==> src/rtl/hpg_pkg.sv <==
// Package: field positions and widths shared by the hot-plug pulse blocks.
// Assumes a 32-bit configuration write bus.
package hpg_pkg;
    localparam int DATA_W   = 32;
    localparam int DIV_W    = 8;
    localparam int FILT_W   = 8;
    localparam int LEN_W    = 16;
    localparam int DIV_LSB  = 0;
    localparam int FILT_LSB = 8;
    localparam int LEN_LSB  = 16;
    localparam int GO_BIT   = 0;

    typedef enum logic {
        SEL_TIMING = 1'b0,
        SEL_PULSE  = 1'b1
    } cfg_sel_e;
endpackage

==> src/rtl/hpg_tick_div.sv <==
// Module: microsecond tick divider.
// Counts clocks from 0 up to the divide value and emits a one-cycle tick
// when the count reaches it. A divide value of 0 is treated as 1.
// `restart` zeroes the count so that a new pulse starts on a full period.
module hpg_tick_div #(
    parameter int W = 8
) (
    input  logic         clk,
    input  logic         rst_n,
    input  logic [W-1:0] div_val,
    input  logic         restart,
    output logic         tick
);
    logic [W-1:0] cnt;
    logic [W-1:0] lim;

    // Effective limit: a divide value of 0 behaves as 1.
    always_comb lim = (div_val == '0) ? W'(1) : div_val;

    // Tick when the count has reached the limit; >= survives a lowered limit.
    always_comb tick = (cnt >= lim);

    // Count register: wraps on tick, clears on restart.
    always_ff @(posedge clk) begin
        if (!rst_n || restart || tick) cnt <= '0;
        else                           cnt <= cnt + 1'b1;
    end

    // with a limit of at least 1, two ticks are never back to back.
    a_r3_tick_gap: assert property (@(posedge clk) disable iff (!rst_n)
        tick |=> !tick);
endmodule

==> src/rtl/hpg_pulse_ctl.sv <==
// Module: pulse sequencer for the hot-plug line.
// Accepts an assert request only when idle and when the length is non-zero.
// While busy it drives HPD low and counts ticks. When the count reaches the
// latched length it releases HPD. Assumes `tick` is a single-cycle strobe.
module hpg_pulse_ctl #(
    parameter int LW = 16
) (
    input  logic          clk,
    input  logic          rst_n,
    input  logic          go,
    input  logic [LW-1:0] len,
    input  logic          tick,
    output logic          start,
    output logic          busy,
    output logic          hpd
);
    logic [LW-1:0] len_q;
    logic [LW-1:0] us_cnt;
    logic [LW-1:0] us_nxt;

    // Start only when idle with a non-zero length; anything else is dropped.
    always_comb start = go && !busy && (len != '0);
    always_comb us_nxt = us_cnt + 1'b1;

    // Pulse state: busy flag, HPD level, latched length and tick count.
    always_ff @(posedge clk) begin
        if (!rst_n) begin
            busy   <= 1'b0;
            hpd    <= 1'b1;
            len_q  <= '0;
            us_cnt <= '0;
        end else if (start) begin
            busy   <= 1'b1;
            hpd    <= 1'b0;
            len_q  <= len;
            us_cnt <= '0;
        end else if (busy && tick) begin
            us_cnt <= us_nxt;
            if (us_nxt == len_q) begin
                busy <= 1'b0;
                hpd  <= 1'b1;
            end
        end
    end

    // busy and the low level of HPD coincide.
    a_r5_busy_low: assert property (@(posedge clk) disable iff (!rst_n)
        busy != hpd);
    // while a pulse runs, its count never jumps back.
    a_r6_no_restart: assert property (@(posedge clk) disable iff (!rst_n)
        (busy && $past(busy)) |-> (us_cnt >= $past(us_cnt)));
    // a zero-length request from idle leaves the line released.
    a_r7_zero_len: assert property (@(posedge clk) disable iff (!rst_n)
        (go && !busy && len == '0) |=> (!busy && hpd));
    // the count stays below the latched length during a pulse.
    a_r2_cnt_bound: assert property (@(posedge clk) disable iff (!rst_n)
        busy |-> (us_cnt < len_q));
endmodule

==> src/rtl/hpg_glitch_filt.sv <==
// Module: width filter for a single-wire input.
// Samples the input once. The output takes a new level only after the
// sampled input has differed from it for `thresh` consecutive clocks.
// A threshold of 0 is treated as 1. Assumes the input is synchronous to clk.
module hpg_glitch_filt #(
    parameter int W = 8
) (
    input  logic         clk,
    input  logic         rst_n,
    input  logic [W-1:0] thresh,
    input  logic         din,
    output logic         dout
);
    logic         s_q;
    logic [W-1:0] cnt;
    logic [W-1:0] cnt_nxt;
    logic [W-1:0] need;

    // Effective threshold: 0 behaves as 1.
    always_comb need = (thresh == '0) ? W'(1) : thresh;
    always_comb cnt_nxt = cnt + 1'b1;

    // Input sample register.
    always_ff @(posedge clk) begin
        if (!rst_n) s_q <= 1'b0;
        else        s_q <= din;
    end

    // Stability counter and output level.
    always_ff @(posedge clk) begin
        if (!rst_n) begin
            cnt  <= '0;
            dout <= 1'b0;
        end else if (s_q != dout) begin
            if (cnt_nxt >= need) begin
                dout <= s_q;
                cnt  <= '0;
            end else begin
                cnt  <= cnt_nxt;
            end
        end else begin
            cnt <= '0;
        end
    end

    // the output only ever moves to the level the sampled input held.
    a_r8_follow_sample: assert property (@(posedge clk) disable iff (!rst_n)
        !$stable(dout) |-> (dout == $past(s_q)));
endmodule

==> src/rtl/hpd_pulse_gen.sv <==
// Module: top of the hot-plug pulse generator.
// Decodes the two write-only configuration words and wires the microsecond
// divider, the pulse sequencer and the input glitch filter together.
// Assumes cfg_wr is a single-cycle strobe.
module hpd_pulse_gen
    import hpg_pkg::*;
#(
    parameter logic [DIV_W-1:0]  DIV_RESET  = 8'd49,
    parameter logic [FILT_W-1:0] FILT_RESET = 8'd4
) (
    input  logic              clk,
    input  logic              rst_n,
    input  logic              cfg_wr,
    input  logic              cfg_sel,
    input  logic [DATA_W-1:0] cfg_wdata,
    input  logic              sig_in,
    output logic              sig_filt,
    output logic              hpd_out,
    output logic              busy
);
    logic [DIV_W-1:0]  div_q;
    logic [FILT_W-1:0] filt_q;
    logic              go;
    logic              start;
    logic              tick;
    logic [LEN_W-1:0]  len;

    // Timing word register: divide value and filter threshold.
    always_ff @(posedge clk) begin
        if (!rst_n) begin
            div_q  <= DIV_RESET;
            filt_q <= FILT_RESET;
        end else if (cfg_wr && cfg_sel == SEL_TIMING) begin
            div_q  <= cfg_wdata[DIV_LSB +: DIV_W];
            filt_q <= cfg_wdata[FILT_LSB +: FILT_W];
        end
    end

    // Pulse command decode: assert bit and microsecond length.
    always_comb begin
        go  = cfg_wr && (cfg_sel == SEL_PULSE) && cfg_wdata[GO_BIT];
        len = cfg_wdata[LEN_LSB +: LEN_W];
    end

    hpg_tick_div #(.W(DIV_W)) u_div (
        .clk     (clk),
        .rst_n   (rst_n),
        .div_val (div_q),
        .restart (start),
        .tick    (tick)
    );

    hpg_pulse_ctl #(.LW(LEN_W)) u_pulse (
        .clk   (clk),
        .rst_n (rst_n),
        .go    (go),
        .len   (len),
        .tick  (tick),
        .start (start),
        .busy  (busy),
        .hpd   (hpd_out)
    );

    hpg_glitch_filt #(.W(FILT_W)) u_filt (
        .clk    (clk),
        .rst_n  (rst_n),
        .thresh (filt_q),
        .din    (sig_in),
        .dout   (sig_filt)
    );

    // a command with the assert bit clear never starts a pulse.
    a_r4_need_go: assert property (@(posedge clk) disable iff (!rst_n)
        (cfg_wr && cfg_sel && !cfg_wdata[GO_BIT] && !busy) |=> !busy);
endmodule

==> config.mk <==
export PLATFORM = sky130hd
export DESIGN_NAME = hpd_pulse_gen
export DESIGN_NICKNAME = d
export VERILOG_FILES = /design/src/rtl/hpg_pkg.sv /design/src/rtl/hpg_tick_div.sv /design/src/rtl/hpg_pulse_ctl.sv /design/src/rtl/hpg_glitch_filt.sv /design/src/rtl/hpd_pulse_gen.sv
export SDC_FILE = /design/constraint.sdc
export NUM_CORES = 1
export LEC_CHECK = 0
export ABC_AREA = 1
export ABC_CLOCK_PERIOD_IN_PS = 2900
export BUFFER_PORTS_ARGS = -buffer_cell sky130_fd_sc_hd__buf_2
export CAP_MARGIN = 5
export CORE_ASPECT_RATIO = 1.4
export CORE_MARGIN = 2
export CORE_UTILIZATION = 40
export DETAILED_ROUTE_END_ITERATION = 16
export GPL_TIMING_DRIVEN = 0
export MAX_ROUTING_LAYER = met4
export PLACE_DENSITY = 0.68
export SYNTH_ARGS = -nofsm -noshare
export SYNTH_HDL_FRONTEND = slang
export SYNTH_HIERARCHICAL = 1
export SYNTH_SLANG_ARGS = --single-unit
==> constraint.sdc <==
create_clock -name clk -period 2.9 [get_ports clk]
set_input_delay 0.58 -clock clk [delete_from_list [all_inputs] [get_ports clk]]
set_output_delay 0.58 -clock clk [all_outputs]
set_load 0.005 [all_outputs]
==> flow_metrics.tcl, run 1 <==
set metrics [dict create \
    tritoncts_clock_tree "built" \
    finalCoreUtilization_pct 48.5 \
    design_area_sq_mm 0.00461 \
    ff_latch_area_sq_mm 0.00136 \
    worst_path_most_repeated_cell "nand3_1" \
    worstRegToRegCells 14 \
    pwr_total_mw 2.32 \
    initial_standard_cell_utilization_of_the_core_pct 41.5 \
    io_port_bufs 38 \
    design.die.area_sq_mm 0.0107 \
    clk_pin_slew_ns 0.05 \
    cts-hold-fix-buffers 0 \
    synth_seq_area_share_pct 34.5 \
    grt_max_degree 11 \
    crit_path_end_kind "register" \
    post_synthesis_mean_instance_area_sq_um 6.92 \
    place_hpwl_mm 7.02 \
    h_tree_lvls 3 \
    power.share.switching_pct 23.2 \
    final-hold-violation-count 0 \
    path_cells "inv_1 > nand3_1 > nor3_1 > a31o_2 > ha_1 > nand2_1 > nor2_1 > nand2_1 > nand3_1 > nand2_2 > inv_1 > clkbuf_1 > nand3_1 > a21oi_1" \
    clock_sinks 68 \
    postPlaceCellArea_sq_mm 0.00431 \
    fp.coreArea_sq_mm 0.00951 \
    antenna_left 0 \
    number_of_storage_elements_in_the_synthesis_netlist 68 \
    cts.root.buffer_cell "clkbuf_16" \
    die-width_um 88 \
    synthesis.area_sq_mm 0.00395 \
    timing.clock.skew_ns 0.00620 \
    number_of_nets_produced_by_synthesis 627 \
    vias 3700 \
    synth_top_flop_cell "dfxtp_1" \
    worst-r2r-setup-slack_ns 0.29 \
    finalNonFillerCells 757 \
    edff_count_synth 0 \
    async_reset_ff_share_pct 0 \
    comb_power_share_pct 10.0 \
    clock_power_share_pct 47.0 \
    cp.buffers_inverters 3 \
    grt_remaining_overflow 0 \
    critical_path.max_stage_delay_ns 0.46 \
    timing.critical_path.fanout_max 10 \
    std_cell_rows 42 \
    vias_per_cell 4.89 \
    areaGrowthSynthToFinish_pct 16.7 \
    antenna_found_initial 0 \
    fin_crit_ns 2.61 \
    final_max_slew_violation_count 0 \
    setup_ws_ns 0.291 \
    synthXorXnorAreaFrac_pct 5.41 \
    route.detailed.drc 0 \
    synth_simple_gate_area_share_pct 37.6 \
    final.fill_count 982 \
    worst_ir_drop_vdd_mv 0.255 \
    cellPowerDensity_mw_per_mm2 502 \
    cts_buffer_depth 2 \
    finalWirelength_mm 9.21 \
    worstHoldStart "sig_in" \
    routed-wl-met2_mm 4.92 \
    post-place-ws_ns 0.200 \
    detail_route.iter0.violations 188 \
    critical-path-slowest-cell "clkbuf_1" \
    criticalPathCategory "register to register" \
    hold_depth 3 \
    grt_first_pass_wirelength_mm 15.6 \
    ys.warnings.count 6 \
    dpl.cell_count 741 \
    clk-insertion-delay-late_ns 0.33 \
    multiInputGateArea_sq_mm 0.00221 \
    grt_setup_unrepaired "no" \
    capture_instance_of_the_worst_register_to_register_path "u_pulse/us_cnt[3]" \
    cap_viol_max_count 0 \
    net-switching-power_mw 0.536 \
    dr_wl_met3_um 340 \
    synth_fa_ha_area_share_pct 6.02 \
    routabilityCongestion 0.888 \
    seqPwrFrac_pct 43.0 \
    finalNetCount 676 \
    holdPathEnd "u_filt/s_q" \
    layout.cells.most_common_list "nand2_1, nor2_1, inv_1" \
    post_drt_wl_per_cell_um 12.2 \
    finalHoldWorstSlack_ns 0.445 \
    setup-tns-final_ns 0 \
    critical-path-top-delay-family "simple AND/OR/NAND/NOR gates" \
    fp.dieH_um 122 \
    drtPass1Iterations 5 \
    internal_power_mw 1.78 \
    post_synth_inst_count 571 \
    critical_path.reg2reg.startpoint "div_q[7]" \
    yosys-mux-area-fraction_pct 0 \
    main_combinational_cell_family_by_area_after_synthesis "simple AND/OR/NAND/NOR gates" \
    post_route_cells_drive_above_1_share_pct 15.7 \
    antenna-diode-count 0 \
    worst-endpoint-required_ns 3.16 \
    worst-slew-pin-transition_ns 0.609 \
    wirelength_met1_mm 3.72 \
    run_status "completed" \
    finalCritPeriodShare_pct 90.0 \
    layout_commonest_cell "nand2_1" \
    worst_hold_path_type "input port to register" \
    compound_gate_fraction_of_synth_area_pct 6.62 \
    grt_util_all_layers_pct 19.3 \
    tritoncts.num_buffers 9 \
    critical_path_start_type "register" \
    first_global_vias 3607 \
    top_routing_layer_in_use "met4" \
    timing.critical_path.arrival_ns 2.87 \
    setup_buffers_after_cts 0 \
    pin_count 40 \
    clock.fmax_ghz 0.383 \
    synthDistinctLibCells 33 \
    power.leakage_nw 2.12 \
    timing.slew.headroom_pct 59.0 \
    timing.final.setup_violations 0 \
]
-- worst register-to-register path: stages, from the launching register on --
cell and delay [ns]:
dfxtp_1 0.33, inv_1 0.07, nand3_1 0.08, nor3_1 0.05, a31o_2 0.20, ha_1 0.27, nand2_1 0.05, nor2_1 0.11
nand2_1 0.12, nand3_1 0.11, nand2_2 0.15, inv_1 0.24, clkbuf_1 0.47, nand3_1 0.14, a21oi_1 0.16
-- cell usage after synthesis, types with 3 or more instances --
| master | count | area, sq um |
|---|---|---|
| a21oi_1 | 27 | 135 |
| nand2_1 | 136 | 510 |
| nor2_2 | 7 | 43.8 |
| buf_2 | 3 | 15.0 |
| inv_1 | 76 | 285 |
| xnor2_1 | 6 | 52.6 |
| nand3_2 | 8 | 80.1 |
| nor4_1 | 4 | 25.0 |
| inv_2 | 5 | 18.8 |
| nand4_1 | 8 | 50.1 |
| buf_6 | 3 | 33.8 |
| ha_1 | 19 | 238 |
| nor2_1 | 78 | 293 |
| clkbuf_1 | 5 | 18.8 |
| nand3b_1 | 3 | 22.5 |
| dfxtp_1 | 68 | 1360 |
| nand3_1 | 56 | 280 |
| nor2_4 | 6 | 67.6 |
| nand2_2 | 6 | 37.5 |
| o21ai_0 | 16 | 80.1 |
| xor2_1 | 13 | 114 |
-- power groups by stage --
| stage | logic, mW | registers (mW) | clock network (mW) |
|---|---|---|---|
| 2_1_floorplan | 0.159 | 1.01 | 0 |
| 3_3_place_gp | 0.223 | 1.01 | 0 |
| 3_5_place_dp | 0.230 | 1.02 | 0 |
| 4_1_cts | 0.233 | 0.996 | 1.12 |
| 5_1_grt | 0.267 | 1.00 | 1.16 |
| 6_report | 0.231 | 0.996 | 1.09 |
-- metal layers --
layer | track usage (%) | vias to the layer above
met4 | 8.85 | 0
met5 | - | -
li1 | - | 1911
met3 | 3.52 | 19
met2 | 34.4 | 74
met1 | 20.2 | 1696
-- state kept, by name (all words and copies together) (netlist names) --
signal and flops:
u_pulse/len_q 16, u_pulse/us_cnt 16, div_q 8, filt_q 8
u_div/cnt 8, u_filt/cnt 8, u_filt/dout 1, u_filt/s_q 1
u_pulse/busy 1, u_pulse/hpd 1
-- what timing repair did --
action / 4_1_cts / 5_1_grt
setup endpoints to repair: 0 / 11
hold endpoints to repair: 0 / 0
resized for setup: 0 / 2
-- final cells by class --
type | instances | area share (%)
multi-input combinational | 408 | 47.8
tap | 132 | 3.58
timing repair buffer | 38 | 4.12
buffer | 13 | 1.79
clock inverter | 1 | 0.651
sequential | 68 | 29.5
inverter | 82 | 6.70
clock buffer | 15 | 5.81
-- worst max path at each step --
stage                   from            endpoint  slack, ns  cells after the start
floorplan           div_q[2]        u_pulse/busy       0.76                     18
global placement    div_q[7]   u_pulse/us_cnt[3]       0.21                     14
detailed placement  div_q[7]   u_pulse/us_cnt[3]       0.20                     14
CTS                 div_q[7]  u_pulse/us_cnt[12]       0.18                     14
global route        div_q[7]   u_pulse/us_cnt[4]      0.008                     17
finish              div_q[7]   u_pulse/us_cnt[3]       0.29                     14
-- cell families after synthesis --
group | Yosys count
adder cells (fa/ha/maj) | 19
AO/OA/AOI/OAI | 49
XOR/XNOR | 21
AND/OR/NAND/NOR | 319
buffers and inverters | 95
flip-flops | 68
Power figures use the tool's default switching activity.
==> run 2: changes to the inputs <==
- ABC_CLOCK_PERIOD_IN_PS: 2900 -> 2500
- clock period: 2.9 -> 2.5 ns (I/O delays scaled with it)
==> flow_metrics.tcl, run 2 (synthesis results as in run 1) <==
set metrics [dict create \
    run_status "completed" \
    setup-tns-final_ns 0 \
    antenna_left 0 \
    fp.coreArea_sq_mm 0.00951 \
    routed-wl-met2_mm 4.91 \
    criticalPathCategory "register to register" \
    cts-hold-fix-buffers 0 \
    cap_viol_max_count 0 \
    areaGrowthSynthToFinish_pct 18.3 \
    cellPowerDensity_mw_per_mm2 576 \
    clk_pin_slew_ns 0.05 \
    top_routing_layer_in_use "met4" \
    route.detailed.drc 0 \
    worst_ir_drop_vdd_mv 0.295 \
    final.fill_count 979 \
    clock_sinks 68 \
    vias_per_cell 4.88 \
    crit_path_end_kind "register" \
    worstHoldStart "sig_in" \
    vias 3707 \
    die-width_um 88 \
    timing.critical_path.fanout_max 8 \
    worst-endpoint-required_ns 2.71 \
    postPlaceCellArea_sq_mm 0.00431 \
    io_port_bufs 38 \
    grt_max_degree 11 \
    worst-r2r-setup-slack_ns 0.22 \
    std_cell_rows 42 \
    antenna-diode-count 0 \
    h_tree_lvls 3 \
    grt_util_all_layers_pct 19.2 \
    worst_hold_path_type "input port to register" \
    hold_depth 3 \
    finalWirelength_mm 9.20 \
    timing.critical_path.arrival_ns 2.50 \
    grt_first_pass_wirelength_mm 15.6 \
    routabilityCongestion 0.888 \
    critical_path_start_type "register" \
    finalCritPeriodShare_pct 91.3 \
    detail_route.iter0.violations 148 \
    post_drt_wl_per_cell_um 12.1 \
    top_flop_regs "u_pulse/len_q: 16 flops, u_pulse/us_cnt: 16 flops" \
    fp.dieH_um 122 \
    layout_commonest_cell "nand2_1" \
    grt_setup_unrepaired "no" \
    timing.slew.headroom_pct 60.3 \
    cts_buffer_depth 2 \
    timing.final.setup_violations 0 \
    fin_crit_ns 2.28 \
    finalNetCount 679 \
    timing.clock.skew_ns 0.00539 \
    layout.cells.most_common_list "nand2_1, nor2_1, inv_1" \
    tritoncts.num_buffers 9 \
    final-hold-violation-count 0 \
    critical_path.reg2reg.startpoint "div_q[2]" \
    holdPathEnd "u_filt/s_q" \
    worst-slew-pin-transition_ns 0.589 \
    dr_wl_met3_um 395 \
    wirelength_met1_mm 3.66 \
    final_max_slew_violation_count 0 \
    antenna_found_initial 0 \
    drtPass1Iterations 5 \
    pin_count 40 \
    design_area_sq_mm 0.00467 \
    tritoncts_clock_tree "built" \
    place_hpwl_mm 7.02 \
    worstRegToRegCells 18 \
    post_route_cells_drive_above_1_share_pct 18.0 \
    pwr_total_mw 2.69 \
    finalHoldWorstSlack_ns 0.366 \
    initial_standard_cell_utilization_of_the_core_pct 41.5 \
    design.die.area_sq_mm 0.0107 \
    first_global_vias 3596 \
    power.leakage_nw 2.16 \
    grt_remaining_overflow 0 \
    clk-insertion-delay-late_ns 0.33 \
    cts.root.buffer_cell "clkbuf_16" \
    clock.fmax_ghz 0.438 \
    capture_instance_of_the_worst_register_to_register_path "u_pulse/busy" \
]
run 2: layout make-up:
cell class	instances	area (sq um)	area share [%]
tap	132	165	3.53
multi-input combinational	408	2240	47.9
inverter	82	309	6.61
clock inverter	1	30.0	0.643
clock buffer	15	268	5.73
timing repair buffer	41	213	4.55
buffer	13	83.8	1.79
sequential	68	1370	29.2
run 2: power breakdown:
| group | internal (mW) | leakage, nW | switching [mW] |
|---|---|---|---|
| combinational | 0.113 | 1.46 | 0.161 |
| clock | 0.828 | 0.144 | 0.434 |
| sequential | 1.13 | 0.555 | 0.0293 |
| total | 2.07 | 2.16 | 0.624 |
run 2: metrics by stage:
stage,worst slack (ns),utilization [%],cells
after floorplan,0.358,-,571
final,0.216,49.1,760
after global placement,-0.194,45.3,741
after global routing,0.0130,49.1,760
after detailed placement,-0.200,45.3,741
after CTS,0.0180,48.6,757
run 2: worst max-delay path, cell delays in order (launching register included):
cell     delay (ns)
dfxtp_2        0.32
inv_1          0.06
nand3_1        0.08
nor3_1         0.05
a31o_2         0.20
ha_1           0.27
nand2_1        0.06
nor2_2         0.10
nand2_2        0.09
nand3_2        0.09
nand2_4        0.10
nor3_4         0.12
nand2_1        0.07
nor2_1         0.10
nand2_1        0.10
nor2_2         0.14
nand3_2        0.10
nand2_1        0.07
a21oi_1        0.05
run 2: worst max path at each step:
stage,start,endpoint,cells past startpoint
final,div_q[2],u_pulse/busy,18
after global routing,div_q[2],u_pulse/hpd,22
after CTS,div_q[7],u_pulse/busy,18
after detailed placement,div_q[7],u_pulse/us_cnt[3],14
after global placement,div_q[7],u_pulse/us_cnt[3],14
after floorplan,div_q[2],u_pulse/busy,18
run 2: timing repair:
item	in CTS	in global routing
setup endpoints to repair	12	15
resized for setup	6	10
setup buffers	0	3
pin swaps	0	7
run 2: per-layer routing:
layer,global-route usage (%),vias up
li1,-,1915
met4,8.85,0
met5,-,-
met3,3.59,18
met2,34.3,90
met1,20.1,1684
